**config.mk**
```make
export PLATFORM = sky130hd
export DESIGN_NAME = lict_timer
export DESIGN_NICKNAME = d
export VERILOG_FILES = /design/src/rtl/lict_pkg.sv /design/src/rtl/lict_regs.sv /design/src/rtl/lict_prescale.sv /design/src/rtl/lict_countdown.sv /design/src/rtl/lict_irq.sv /design/src/rtl/lict_timer.sv
export SDC_FILE = /design/constraint.sdc
export NUM_CORES = 1
export LEC_CHECK = 0
export ABC_AREA = 1
export BUFFER_PORTS_ARGS = -buffer_cell sky130_fd_sc_hd__buf_2
export CAP_MARGIN = 20
export CORE_MARGIN = 4
export CORE_UTILIZATION = 46
export CTS_BUF_LIST = sky130_fd_sc_hd__clkbuf_2
export CTS_CLUSTER_SIZE = 24
export DETAILED_ROUTE_END_ITERATION = 6
export PLACE_DENSITY = 0.78
export SETUP_SLACK_MARGIN = 0.4
export SKIP_CTS_REPAIR_TIMING = 1
export SYNTH_ARGS = -nofsm -noshare
export SYNTH_HDL_FRONTEND = slang
export SYNTH_SLANG_ARGS = --single-unit
```
**constraint.sdc**
```tcl
create_clock -name clk -period 1.8 [get_ports clk]
set_clock_uncertainty 0.2 [all_clocks]
set_input_delay 0.45 -clock clk [delete_from_list [all_inputs] [get_ports clk]]
set_output_delay 0.45 -clock clk [all_outputs]
set_load 0.01 [all_outputs]
```
**src/rtl/lict_pkg.sv**
```systemverilog
package lict_pkg;

   localparam int VEC_W = 8;

   typedef enum logic [1:0] {
      SEL_ENTRY   = 2'd0,
      SEL_DIVIDE  = 2'd1,
      SEL_INIT    = 2'd2,
      SEL_CURRENT = 2'd3
   } lict_sel_e;

   typedef struct packed {
      logic             periodic;
      logic             masked;
      logic [VEC_W-1:0] vector;
   } lict_entry_t;

   localparam int ENTRY_W = $bits(lict_entry_t);

   localparam lict_entry_t ENTRY_RESET = '{periodic: 1'b0, masked: 1'b1, vector: '0};

endpackage

```
**src/rtl/lict_regs.sv**
```systemverilog
module lict_regs
   import lict_pkg::*;
#(
   parameter int CNT_W    = 32,
   parameter int DIVSEL_W = 3
) (
   input  logic                clk,
   input  logic                rst_n,
   input  logic                wr_en,
   input  logic [1:0]          reg_sel,
   input  logic [CNT_W-1:0]    wr_data,
   input  logic [CNT_W-1:0]    cur_cnt,
   output lict_entry_t         entry,
   output logic [DIVSEL_W-1:0] div_code,
   output logic [CNT_W-1:0]    init_cnt,
   output logic                init_load,
   output logic [CNT_W-1:0]    rd_data
);

   lict_sel_e sel;
   assign sel = lict_sel_e'(reg_sel);

   assign init_load = wr_en && (sel == SEL_INIT);

   always_ff @(posedge clk or negedge rst_n) begin
      if (!rst_n) begin
         entry    <= ENTRY_RESET;
         div_code <= '0;
         init_cnt <= '0;
      end else if (wr_en) begin
         case (sel)
            SEL_ENTRY:  entry    <= lict_entry_t'(wr_data[ENTRY_W-1:0]);
            SEL_DIVIDE: div_code <= wr_data[DIVSEL_W-1:0];
            SEL_INIT:   init_cnt <= wr_data;
            default:    ;
         endcase
      end
   end

   always_comb begin
      rd_data = '0;
      case (sel)
         SEL_ENTRY:   rd_data[ENTRY_W-1:0]  = entry;
         SEL_DIVIDE:  rd_data[DIVSEL_W-1:0] = div_code;
         SEL_INIT:    rd_data               = init_cnt;
         SEL_CURRENT: rd_data               = cur_cnt;
         default:     rd_data               = '0;
      endcase
   end

endmodule

```
**src/rtl/lict_prescale.sv**
```systemverilog
module lict_prescale #(
   parameter int DIVSEL_W = 3
) (
   input  logic                clk,
   input  logic                rst_n,
   input  logic                restart,
   input  logic [DIVSEL_W-1:0] div_code,
   output logic                tick
);

   localparam int PRE_W = (1 << DIVSEL_W) - 1;

   logic [PRE_W-1:0] pcnt;
   logic [PRE_W-1:0] low_mask;

   for (genvar i = 0; i < PRE_W; i++) begin : g_mask
      assign low_mask[i] = (div_code > DIVSEL_W'(i));
   end

   assign tick = &(pcnt | ~low_mask);

   always_ff @(posedge clk or negedge rst_n) begin
      if (!rst_n)       pcnt <= '0;
      else if (restart) pcnt <= '0;
      else              pcnt <= pcnt + 1'b1;
   end

endmodule

```
**src/rtl/lict_countdown.sv**
```systemverilog
module lict_countdown #(
   parameter int CNT_W = 32
) (
   input  logic             clk,
   input  logic             rst_n,
   input  logic             load,
   input  logic [CNT_W-1:0] load_val,
   input  logic [CNT_W-1:0] init_cnt,
   input  logic             periodic,
   input  logic             tick,
   output logic [CNT_W-1:0] cur_cnt,
   output logic             expire
);

   logic at_one;
   logic running;

   assign at_one  = (cur_cnt == CNT_W'(1));
   assign running = (cur_cnt != '0);
   assign expire  = !load && tick && at_one;

   always_ff @(posedge clk or negedge rst_n) begin
      if (!rst_n) begin
         cur_cnt <= '0;
      end else if (load) begin
         cur_cnt <= load_val;
      end else if (tick && running) begin
         if (at_one) cur_cnt <= periodic ? init_cnt : '0;
         else        cur_cnt <= cur_cnt - 1'b1;
      end
   end

endmodule

```
**src/rtl/lict_irq.sv**
```systemverilog
module lict_irq (
   input  logic clk,
   input  logic rst_n,
   input  logic expire,
   input  logic masked,
   input  logic ack,
   output logic req
);

   always_ff @(posedge clk or negedge rst_n) begin
      if (!rst_n)                req <= 1'b0;
      else if (expire && !masked) req <= 1'b1;
      else if (ack)              req <= 1'b0;
   end

endmodule

```
**src/rtl/lict_timer.sv**
```systemverilog
module lict_timer
   import lict_pkg::*;
#(
   parameter int CNT_W    = 32,
   parameter int DIVSEL_W = 3
) (
   input  logic             clk,
   input  logic             rst_n,
   input  logic             wr_en,
   input  logic [1:0]       reg_sel,
   input  logic [CNT_W-1:0] wr_data,
   output logic [CNT_W-1:0] rd_data,
   input  logic             irq_ack,
   output logic             irq_req,
   output logic [VEC_W-1:0] irq_vec
);

   if (CNT_W < 16 || CNT_W > 64) begin : g_bad_cnt_w
      $error("lict_timer: CNT_W must lie in 16..64");
   end
   if (DIVSEL_W < 3 || DIVSEL_W > 5) begin : g_bad_divsel_w
      $error("lict_timer: DIVSEL_W must lie in 3..5 so that divide-by-16 exists");
   end

   lict_entry_t         entry;
   logic [DIVSEL_W-1:0] div_code;
   logic [CNT_W-1:0]    init_cnt;
   logic                init_load;
   logic [CNT_W-1:0]    cur_cnt;
   logic                tick;
   logic                expire;

   lict_regs #(.CNT_W(CNT_W), .DIVSEL_W(DIVSEL_W)) u_regs (
      .clk       (clk),
      .rst_n     (rst_n),
      .wr_en     (wr_en),
      .reg_sel   (reg_sel),
      .wr_data   (wr_data),
      .cur_cnt   (cur_cnt),
      .entry     (entry),
      .div_code  (div_code),
      .init_cnt  (init_cnt),
      .init_load (init_load),
      .rd_data   (rd_data)
   );

   lict_prescale #(.DIVSEL_W(DIVSEL_W)) u_pre (
      .clk      (clk),
      .rst_n    (rst_n),
      .restart  (init_load),
      .div_code (div_code),
      .tick     (tick)
   );

   lict_countdown #(.CNT_W(CNT_W)) u_cnt (
      .clk      (clk),
      .rst_n    (rst_n),
      .load     (init_load),
      .load_val (wr_data),
      .init_cnt (init_cnt),
      .periodic (entry.periodic),
      .tick     (tick),
      .cur_cnt  (cur_cnt),
      .expire   (expire)
   );

   lict_irq u_irq (
      .clk    (clk),
      .rst_n  (rst_n),
      .expire (expire),
      .masked (entry.masked),
      .ack    (irq_ack),
      .req    (irq_req)
   );

   assign irq_vec = entry.vector;

endmodule

```
==> results of run 1 <==
-- cells in the final DEF (no fill, tap or decap), types with 13 or more instances in the layout --
cell,instances
buf_4,129
inv_1,52
nand3_1,51
nand2_1,242
dlygate4sd3_1,34
inv_4,21
dfrtp_1,81
o21ai_2,20
o21ai_1,26
buf_6,45
o21ai_0,24
nand2_4,13
nand2_2,41
inv_2,14
buf_2,67
nor2_1,60
-- cell usage after synthesis --
cell       instances
a21oi_1            5
buf_2              4
buf_4              2
buf_6              5
clkbuf_1           9
clkbuf_8           6
clkinv_2           1
dfrtp_1           84
dfstp_2            1
ha_1               3
inv_1             84
inv_2              4
mux2_2             6
nand2_1          289
nand2_2            5
nand2_4            4
nand3_1           52
nand3_4            1
nand3b_1           3
nand4_1           12
nor2_1            71
nor2_2             4
nor2_4             5
nor2_8             1
nor3_1             4
o2111ai_1          3
o21ai_0           62
o21ai_1            8
o221ai_1           7
o22ai_1           11
or2_2              1
xor2_1            11
-- layout make-up --
type / count / area [um^2] / area share [%]
Multi-Input combinational cell: 569 / 3234 / 38.29
Timing Repair Buffer: 287 / 2391 / 28.31
Sequential cell: 85 / 2132 / 25.24
Inverter: 89 / 411.6 / 4.873
Tap cell: 143 / 178.9 / 2.118
Clock buffer: 11 / 55.05 / 0.6518
Clock inverter: 5 / 27.53 / 0.3259
Timing Repair inverter: 1 / 16.27 / 0.1926
-- metal layers --
| metal | routed length, um | global-route usage, % | part of all wire, % |
|---|---|---|---|
| met1 | 7750 | 31.96 | 40 |
| met2 | 9707 | 43.25 | 50 |
| met3 | 1320 | 5.013 | 6.7 |
| met4 | 796 | 9.745 | 4.1 |
| met5 | 0 | 0 | 0 |
-- sequential cells by signal, summed over array words and instances (netlist names) --
name             flops
u_cnt.cur_cnt       32
u_irq.req            1
u_pre.pcnt           7
u_regs.div_code      3
u_regs.entry        10
u_regs.init_cnt     32
-- worst paths after layout --
| kind | from | to | slack (ns) | cells past startpoint |
|---|---|---|---|---|
| min in group clk | wr_en | u_regs.init_cnt[11]$_DFFE_PN0P_ | 0.08 | 5 |
| max in group asynchronous | rst_n | u_regs.entry[8]$_DFFE_PN1P_ | 0.85 | 3 |
| setup / recovery | u_cnt.cur_cnt[8]$_DFFE_PN0P_ | rd_data[8] | -0.50 | 5 |
| hold reg to reg | u_pre.pcnt[6]$_DFF_PN0_ | u_pre.pcnt[6]$_DFF_PN0_ | 0.29 | 1 |
| setup reg to reg | u_cnt.cur_cnt[0]$_DFFE_PN0P_ | u_cnt.cur_cnt[18]$_DFFE_PN0P_ | -0.40 | 13 |
| hold / removal | rst_n | u_pre.pcnt[1]$_DFF_PN0_ | 0.02 | 2 |
-- logic make-up (layout without fill, tap and decap cells) --
group                    Yosys count  in the layout  synth area share (%)
XOR/XNOR                          11             11                 1.806
flip-flops                        85             85                 39.89
AND/OR/NAND/NOR                  452            453                 36.19
buffers and inverters            115            393                 10.18
multiplexers                       6              6                 1.266
adder cells (fa/ha/maj)            3              3                0.7036
AO/OA/AOI/OAI                     96             96                 9.967
-- critical path, delay by kind of cell, from the launching register on --
kind	cells	cell delay (ns)
AOI/OAI and AO/OA	1	0.12
buffers and inverters	4	0.48
DFF	1	0.44
-- per-stage QoR --
stage                     utilization, %  worst slack (ns)
after CTS                          64.62           -0.6016
after floorplan                        -         -0.007319
after detailed placement           63.89           -0.2882
final                              74.29           -0.4976
after global routing               74.29           -0.6114
after global placement             63.89           -0.2512
-- where the power goes --
group	leakage [nW]	internal, mW	switching (mW)	total, mW
registers	1.05	2.43	0.438	2.87
clock network	0.0631	0.185	0.691	0.876
logic	3.31	3.18	3.54	6.72
==> run metrics, run 1 <==
time the final worst path needs with I/O delays and setup=2.298 ns; post-CTS clock slew at the launch and capture registers of the worst setup and hold paths=0.24 ns; final-report setup violation count=74; Design Area, Final=8447 um^2; final cycle utilization of the critical path=127.6%; Routed WL=between 15000 and 20000 um; DR iter-0 viols=between 500 and 600; final layout net count=around 1100; Syn-to-layout area delta=58.33%; cell chain of the critical path=buf_4 > buf_6 > inv_4 > o221ai_1 > buf_2; H-tree levels=3; area of the die=13390 um^2; maximum net fanout on the critical path=3; delay contributed by the slowest stage of the critical path=~0.44 ns; starting density of the core=46.92%; static leakage power=4.425 nW; vias per inst=5.354; portion of the post-synthesis area used by sequential elements=about two fifths; cell type with the highest aggregate area in the netlist=dfrtp_1; violated checks=negative setup slack; top area cells in the synthesized netlist=dfrtp_1, nand2_1, inv_1; number of port buffers=78; post-route worst setup slack=-0.4976 ns; maximum operating frequency=around 440 MHz; Boundary Pins=a little under 80; number of antenna repair diodes=0; latest clock arrival within the worst-skew pair=just over 0.6 ns; floorplan core area=11370 um^2; Final Total Pwr=between 10 and 15 mW; routed wire length per instance=16.45 um; routability cong.=a little over 0.9; number of max-cap violations=0; worst setup path category=reg -> out; share of layout cells above drive strength 1=between 40% and 50%; RSZ-0062 raised after global routing=yes; worst-path cell with the longest stage delay=dfrtp_1; post-route worst hold slack=0.01579 ns; Placed Instance Area=between 7000 and 8000 um^2; Pre-Repair DR Iteration Count=6; vertical die dimension=around 120 um; Warnings, synthesis=0; root buffer cell=clkbuf_2; Final Hold Vio Count=0; Peak supply drop=0.0007842 V; DRC violations left=0; number of placed instances with taps included=approximately 1100; result of the run=complete, but fails checks; placement row count=39; endpoint kind of the worst setup timing path=primary output; total track usage=25.39%; global-route wire length before repair=26580 um; total power density per cell area=~1200 nW/um^2; HPWL Detailed=roughly 13000 um; synthesized netlist cell count=between 700 and 800; worst slew pin tran=0.3868 ns; share of the synthesized area in the top cell type=39.40%; post-synthesis net count=809; average cell area after synthesis=slightly below 7 um^2; residual overflow from global routing=0; data arrival time of the critical path=1.65 ns; worst slew margin relative to its limit=74.18%; clock sink total=85; required time of the critical path=1.15 ns; Inserted Clock Buffers=9; die width=roughly 120 um; clock tree from TritonCTS=built; pin count of the biggest net entering global routing=27; Worst Hold Class=in -> async; flip-flop and latch count after synthesis=between 80 and 90; fill cell total of the finished layout=722; Antenna Violating Nets Remaining=0; post-synthesis cell area=5335 um^2; setup tns final=-20.34 ns; initial antenna violation count=0; clock tree buffer depth=2; element type at the critical path start=register; via total after detailed routing=6371; count of pins over their slew limit=0; count of distinct cell types in the synthesized netlist=32; number of global-route vias before repair=5605; Non-Filler Instances=1190
Power figures use the tool's default switching activity.
==> inputs of run 2 (changes only) <==
==> constraint.sdc (replaced) <==
create_clock -name clk -period 1.8 [get_ports clk]
set_clock_uncertainty 0.2 [all_clocks]
set_input_delay 0.45 -clock clk [delete_from_list [all_inputs] [get_ports clk]]
set_output_delay 0.45 -clock clk [all_outputs]
set_load 0.005 [all_outputs]
==> run 2 against run 1 <==
The run still ends with negative setup slack left. Setup slack worse by 0.065 ns. Global-route usage up 0.23 points. Sequential share of layout area is 1.4 points lower. Total power is 14% higher. Routed wire length increased by 22%. Critical path depth shrank 1. Non-clock buffer count grew 14. Critical endpoint is now rd_data[0].
==> run metrics, run 2 (synthesis gave the netlist of run 1 again) <==
result of the run=complete, but fails checks (unchanged); violated checks=negative setup slack (unchanged); DR iter-0 viols=738 (was 515); post-CTS clock slew at the launch and capture registers of the worst setup and hold paths=0.25 ns (was 0.24 ns); endpoint kind of the worst setup timing path=primary output (unchanged); number of global-route vias before repair=5556 (was 5605); number of port buffers=78 (unchanged); number of max-cap violations=0 (unchanged); Inserted Clock Buffers=9 (unchanged); Placed Instance Area=7044 um^2 (was 7264 um^2); post-route worst hold slack=0.02444 ns (was 0.01579 ns); residual overflow from global routing=0 (unchanged); setup tns final=-26.80 ns (was -20.34 ns); root buffer cell=clkbuf_2 (unchanged); Gate power share=66.5% (was 64.2%); total power density per cell area=1328 nW/um^2 (was 1239 nW/um^2); routability cong.=0.9353 (was 0.9357); final cycle utilization of the critical path=131.3% (was 127.6%); required time of the critical path=1.15 ns (about the same); count of pins over their slew limit=0 (unchanged); commonest non-fill, non-tap cells in the layout=nand2_1, buf_4, dfrtp_1 (unchanged); placement row count=39 (unchanged); number of antenna repair diodes=0 (unchanged); share of layout cells above drive strength 1=49.39% (was 42.02%); initial antenna violation count=0 (unchanged); routed wire length per instance=19.83 um (was 16.45 um); clock sink total=85 (unchanged); end-of-flow core utilization=78.69% (was 74.29%); maximum net fanout on the critical path=4 (was 3); worst slew margin relative to its limit=69.38% (was 74.18%); most frequent standard cell in the layout excluding fill and tap cells=nand2_1 (unchanged); vertical die dimension=115.7 um (unchanged); total track usage=25.62% (was 25.39%); latest clock arrival within the worst-skew pair=0.63 ns (was 0.62 ns); area of combinational cells with multiple inputs=3546 um^2 (was 3234 um^2); floorplan core area=11370 um^2 (unchanged); Final Total Pwr=11.89 mW (was 10.46 mW); vias per inst=5.839 (was 5.354); maximum operating frequency=423.3 MHz (was 435.2 MHz); starting density of the core=46.92% (unchanged); RSZ-0062 raised after global routing=yes (unchanged); final layout net count=1097 (was 1083); Syn-to-layout area delta=67.71% (was 58.33%); Boundary Pins=79 (unchanged); global-route wire length before repair=27090 um (was 26580 um); Net Switching=5.509 mW (was 4.666 mW); element type at the critical path start=register (unchanged); Design Area, Final=8947 um^2 (was 8447 um^2); final-report setup violation count=74 (unchanged); combined flip-flop and latch cell area=2136 um^2 (was 2132 um^2); Final Hold Vio Count=0 (unchanged); via total after detailed routing=7030 (was 6371); static leakage power=4.608 nW (was 4.425 nW); Antenna Violating Nets Remaining=0 (unchanged); time the final worst path needs with I/O delays and setup=2.363 ns (was 2.298 ns); Routed WL=23880 um (was 19570 um); data arrival time of the critical path=1.71 ns (was 1.65 ns); clock share of power=9.0% (was 8.4%); fraction of power spent switching nets=46.34% (was 44.59%); worst slew pin tran=0.4593 ns (was 0.3868 ns); worst setup path category=reg -> out (unchanged); Worst Hold Class=in -> reg (was in -> async); clock tree buffer depth=2 (unchanged); clock tree from TritonCTS=built (unchanged); H-tree levels=3 (unchanged); die width=115.7 um (unchanged); Int Pwr=6.378 mW (was 5.798 mW); post-route worst setup slack=-0.5626 ns (was -0.4976 ns); fill cell total of the finished layout=624 (was 722); area of the die=13390 um^2 (unchanged); Pre-Repair DR Iteration Count=7 (was 6); largest registers ranked by flip-flop count=u_cnt.cur_cnt (32), u_regs.init_cnt (32), u_regs.entry (10) (unchanged); DRC violations left=0 (unchanged); Reg power frac=24.5% (was 27.4%); pin count of the biggest net entering global routing=33 (was 27); Peak supply drop=0.0007678 V (was 0.0007842 V); HPWL Detailed=12680 um (was 12840 um)
run 2: cell count changes in the layout (fill, tap and decap cells not counted), sizes merged, moves of 2 or more:
cell / delta
clkinv: -4
clkinvlp: +2
buf: +11
clkbuf: +3
run 2: final timing paths:
path / startpoint / to / slack (ns) / depth (start not counted)
worst min register to register: u_pre.pcnt[6]$_DFF_PN0_ / u_pre.pcnt[6]$_DFF_PN0_ / 0.28 / 1
min in group asynchronous: rst_n / u_regs.entry[5]$_DFFE_PN0P_ / 0.08 / 2
worst max register to register: u_cnt.cur_cnt[0]$_DFFE_PN0P_ / u_cnt.cur_cnt[27]$_DFFE_PN0P_ / -0.53 / 14
worst max-delay path: u_cnt.cur_cnt[0]$_DFFE_PN0P_ / rd_data[0] / -0.56 / 4
max in group asynchronous: rst_n / u_regs.div_code[0]$_DFFE_PN0P_ / 0.76 / 3
worst min-delay path: wr_data[30] / u_regs.init_cnt[30]$_DFFE_PN0P_ / 0.02 / 4
run 2: final cells by class:
type	count	area share (%)
Multi-Input combinational cell	570	39.63
Clock inverter	6	0.6992
Clock buffer	10	0.5594
Inverter	89	4.685
Timing Repair Buffer	301	28.56
Sequential cell	85	23.87
Tap cell	143	2.000
run 2: stage by stage:
stage,worst slack [ns],std cells
after global placement,-0.2228,1089
final,-0.5626,1204
after global routing,-0.5809,1204
after detailed placement,-0.2609,1089
after floorplan,-0.007300,768
after CTS,-0.5746,1105
run 2: power groups by stage:
stage,logic (mW),clock network (mW),registers [mW]
floorplan,2.76,0,2.87
global placement,4.92,0,2.83
detailed placement,5.01,0,2.85
CTS,5.03,1.06,2.81
global route,8.26,1.14,2.96
finish,7.90,1.07,2.92
run 2: worst max-delay path: stages, from the launching register on:
cell       delay, ns
dfrtp_1         0.53
inv_2           0.11
buf_6           0.13
o2111ai_2       0.17
buf_2           0.15
run 2: layer usage:
metal	vias to the layer above	wire, um	track usage, %
met5	-	0	0
met4	0	1718	8.121
met3	193	2441	3.603
met2	570	10970	40.97
met1	3230	8750	36.23
li1	3037	-	-
==> inputs of run 3 (changes only) <==
--- a/config.mk
+++ b/config.mk
@@ -7,13 +7,15 @@
 export LEC_CHECK = 0
 export ABC_AREA = 1
 export BUFFER_PORTS_ARGS = -buffer_cell sky130_fd_sc_hd__buf_2
-export CAP_MARGIN = 20
+export CELL_PAD_IN_SITES_DETAIL_PLACEMENT = 0
+export CELL_PAD_IN_SITES_GLOBAL_PLACEMENT = 1
 export CORE_MARGIN = 4
-export CORE_UTILIZATION = 46
+export CORE_UTILIZATION = 38
 export CTS_BUF_LIST = sky130_fd_sc_hd__clkbuf_2
 export CTS_CLUSTER_SIZE = 24
 export DETAILED_ROUTE_END_ITERATION = 6
-export PLACE_DENSITY = 0.78
+export PLACE_DENSITY = 0.87
+export RECOVER_POWER = 25
 export SETUP_SLACK_MARGIN = 0.4
 export SKIP_CTS_REPAIR_TIMING = 1
 export SYNTH_ARGS = -nofsm -noshare
==> run 3 against run 2 <==
Worst hold slack better by 0.012 ns. Critical path type unchanged. Critical endpoint is now rd_data[2]. Sequential power decreased by 3%. The flow still finishes with violations (negative setup slack). Maximum frequency up 6.2%.
==> run metrics, run 3 (synthesis gave the netlist of run 1 again) <==
result of the run=complete, but fails checks (unchanged); violated checks=negative setup slack (unchanged); vertical die dimension=126.5 um (was 115.7 um); startpoint of the lowest-slack register-to-register path=u_cnt.cur_cnt[14]$_DFFE_PN0P_ (was u_cnt.cur_cnt[0]$_DFFE_PN0P_); endpoint of the worst-slack reg-to-reg timing path=u_cnt.cur_cnt[11]$_DFFE_PN0P_ (was u_cnt.cur_cnt[27]$_DFFE_PN0P_); residual overflow from global routing=0 (unchanged); via total after detailed routing=6240 (was 7030); required time of the critical path=1.15 ns (about the same); cell depth of the worst flop-to-flop path=13 (was 14); worst slew pin tran=0.7476 ns (was 0.4593 ns); Pre-Repair DR Iteration Count=5 (was 7); number of port buffers=78 (unchanged); endpoint of the worst setup timing path=rd_data[2] (was rd_data[0]); placement row count=43 (was 39); H-tree levels=3 (unchanged); Peak supply drop=0.0005816 V (was 0.0007678 V); Routed WL=19720 um (was 23880 um); post-CTS clock slew at the launch and capture registers of the worst setup and hold paths=0.23 ns (was 0.25 ns); share of layout cells above drive strength 1=49.35% (was 49.39%); post-route worst setup slack=-0.4248 ns (was -0.5626 ns); HPWL Detailed=13020 um (was 12680 um); final layout net count=1110 (was 1097); Critical Path Source=u_cnt.cur_cnt[2]$_DFFE_PN0P_ (was u_cnt.cur_cnt[0]$_DFFE_PN0P_); setup tns final=-19.87 ns (was -26.80 ns); starting density of the core=38.58% (was 46.92%); largest registers ranked by flip-flop count=u_cnt.cur_cnt (32), u_regs.init_cnt (32), u_regs.entry (10) (unchanged); Boundary Pins=79 (unchanged); static leakage power=4.665 nW (was 4.608 nW); worst setup slack after placement=-0.2876 ns (was -0.2609 ns); floorplan core area=13830 um^2 (was 11370 um^2); Final Total Pwr=11.29 mW (was 11.89 mW); Non-Filler Instances=1254 (was 1204); worst slew margin relative to its limit=50.16% (was 69.38%); clock tree buffer depth=2 (unchanged); data arrival time of the critical path=1.57 ns (was 1.71 ns); maximum net fanout on the critical path=3 (was 4); count of pins over their slew limit=0 (unchanged); pin count of the biggest net entering global routing=33 (unchanged); final cycle utilization of the critical path=123.6% (was 131.3%); total track usage=21.72% (was 25.62%); vias per inst=4.976 (was 5.839); final-report setup violation count=74 (unchanged); routability cong.=0.8880 (was 0.9353); DR iter-0 viols=362 (was 738); Final Hold Vio Count=0 (unchanged); number of placed instances with taps included=1133 (was 1089); maximum operating frequency=449.5 MHz (was 423.3 MHz); worst-path cell with the longest stage delay=dfrtp_1 (unchanged); post-route worst hold slack=0.03626 ns (was 0.02444 ns); DRC violations left=0 (unchanged); area of the die=16000 um^2 (was 13390 um^2); number of max-cap violations=0 (unchanged); commonest non-fill, non-tap cells in the layout=nand2_1, buf_4, dfrtp_1 (unchanged); root buffer cell=clkbuf_2 (unchanged); routed wire length per instance=15.73 um (was 19.83 um); Antenna Violating Nets Remaining=0 (unchanged); global-route wire length before repair=27900 um (was 27090 um); initial antenna violation count=0 (unchanged); latest clock arrival within the worst-skew pair=0.62 ns (was 0.63 ns); element type at the critical path start=register (unchanged); number of antenna repair diodes=0 (unchanged); RSZ-0062 raised after global routing=yes (unchanged); Inserted Clock Buffers=9 (unchanged); number of global-route vias before repair=5554 (was 5556); delay contributed by the slowest stage of the critical path=0.46 ns (was 0.53 ns); most frequent standard cell in the layout excluding fill and tap cells=nand2_1 (unchanged); endpoint kind of the worst setup timing path=primary output (unchanged); setup slack of the worst register-to-register path=-0.35 ns (was -0.53 ns); die width=126.5 um (was 115.7 um); time the final worst path needs with I/O delays and setup=2.225 ns (was 2.363 ns); Worst Hold Class=in -> reg (unchanged); Syn-to-layout area delta=69.77% (was 67.71%); total power density per cell area=1247 nW/um^2 (was 1328 nW/um^2); cell chain of the critical path=inv_2 > buf_6 > o2111ai_4 > buf_2 (was inv_2 > buf_6 > o2111ai_2 > buf_2); fill cell total of the finished layout=1117 (was 624); clock tree from TritonCTS=built (unchanged); worst setup path category=reg -> out (unchanged); clock sink total=85 (unchanged)
run 3: cell types whose count changed in the layout (fill, tap and decap cells not counted), moves of 5 or more:
cell / previous run / this run
buf_4: 124 / 136
nand3_1: 20 / 27
buf_6: 50 / 45
nor2_1: 49 / 44
o21ai_2: 27 / 22
run 3: per-stage QoR:
stage	util, %	instance area, um^2
after floorplan	-	5758
after global placement	52.11	7206
after detailed placement	52.11	7206
after CTS	53.04	7333
after global routing	65.51	9057
final	65.51	9057
run 3: critical path: cells and delay by family (launching register included):
kind / cells / cell delay [ns]
buffers and inverters: 3 / 0.33
AOI/OAI and AO/OA: 1 / 0.16
DFF: 1 / 0.46
run 3: final cells by class:
cell class              count  area, um^2  share of cell area, %
repair buffers            314        2639                  29.13
well taps                 180       225.2                  2.487
clock buffers              10       50.05                 0.5526
clock inverters             6       77.57                 0.8565
multi-input cells         568        3486                  38.49
flip-flops and latches     85        2136                  23.58
inverters                  89       411.6                  4.545
repair inverters            2       32.53                 0.3592
run 3: worst min-delay path by stage:
stage	start	end	slack, ns	cells after the start
CTS	rst_n	u_regs.init_cnt[19]$_DFFE_PN0P_	-0.51	1
global placement	rst_n	u_regs.init_cnt[19]$_DFFE_PN0P_	0.22	1
floorplan	rst_n	u_cnt.cur_cnt[0]$_DFFE_PN0P_	-0.05	0
global route	wr_en	u_regs.div_code[2]$_DFFE_PN0P_	0.03	3
detailed placement	rst_n	u_regs.init_cnt[19]$_DFFE_PN0P_	0.22	1
finish	wr_en	u_regs.div_code[2]$_DFFE_PN0P_	0.04	3
run 3: routing by layer:
metal | vias to the layer above | part of all wire (%) | global-route usage, %
met2 | 186 | 50 | 35.55
met3 | 31 | 5.8 | 4.253
met1 | 2956 | 43 | 29.69
li1 | 3067 | - | -
met4 | 0 | 1.8 | 5.426
met5 | - | 0 | 0
run 3: report_power, final:
part           switching [mW]  total, mW  internal (mW)
logic                    3.69       7.31           3.61
clock network           0.699       1.15          0.452
registers               0.410       2.83           2.42
total                    4.80       11.3           6.49
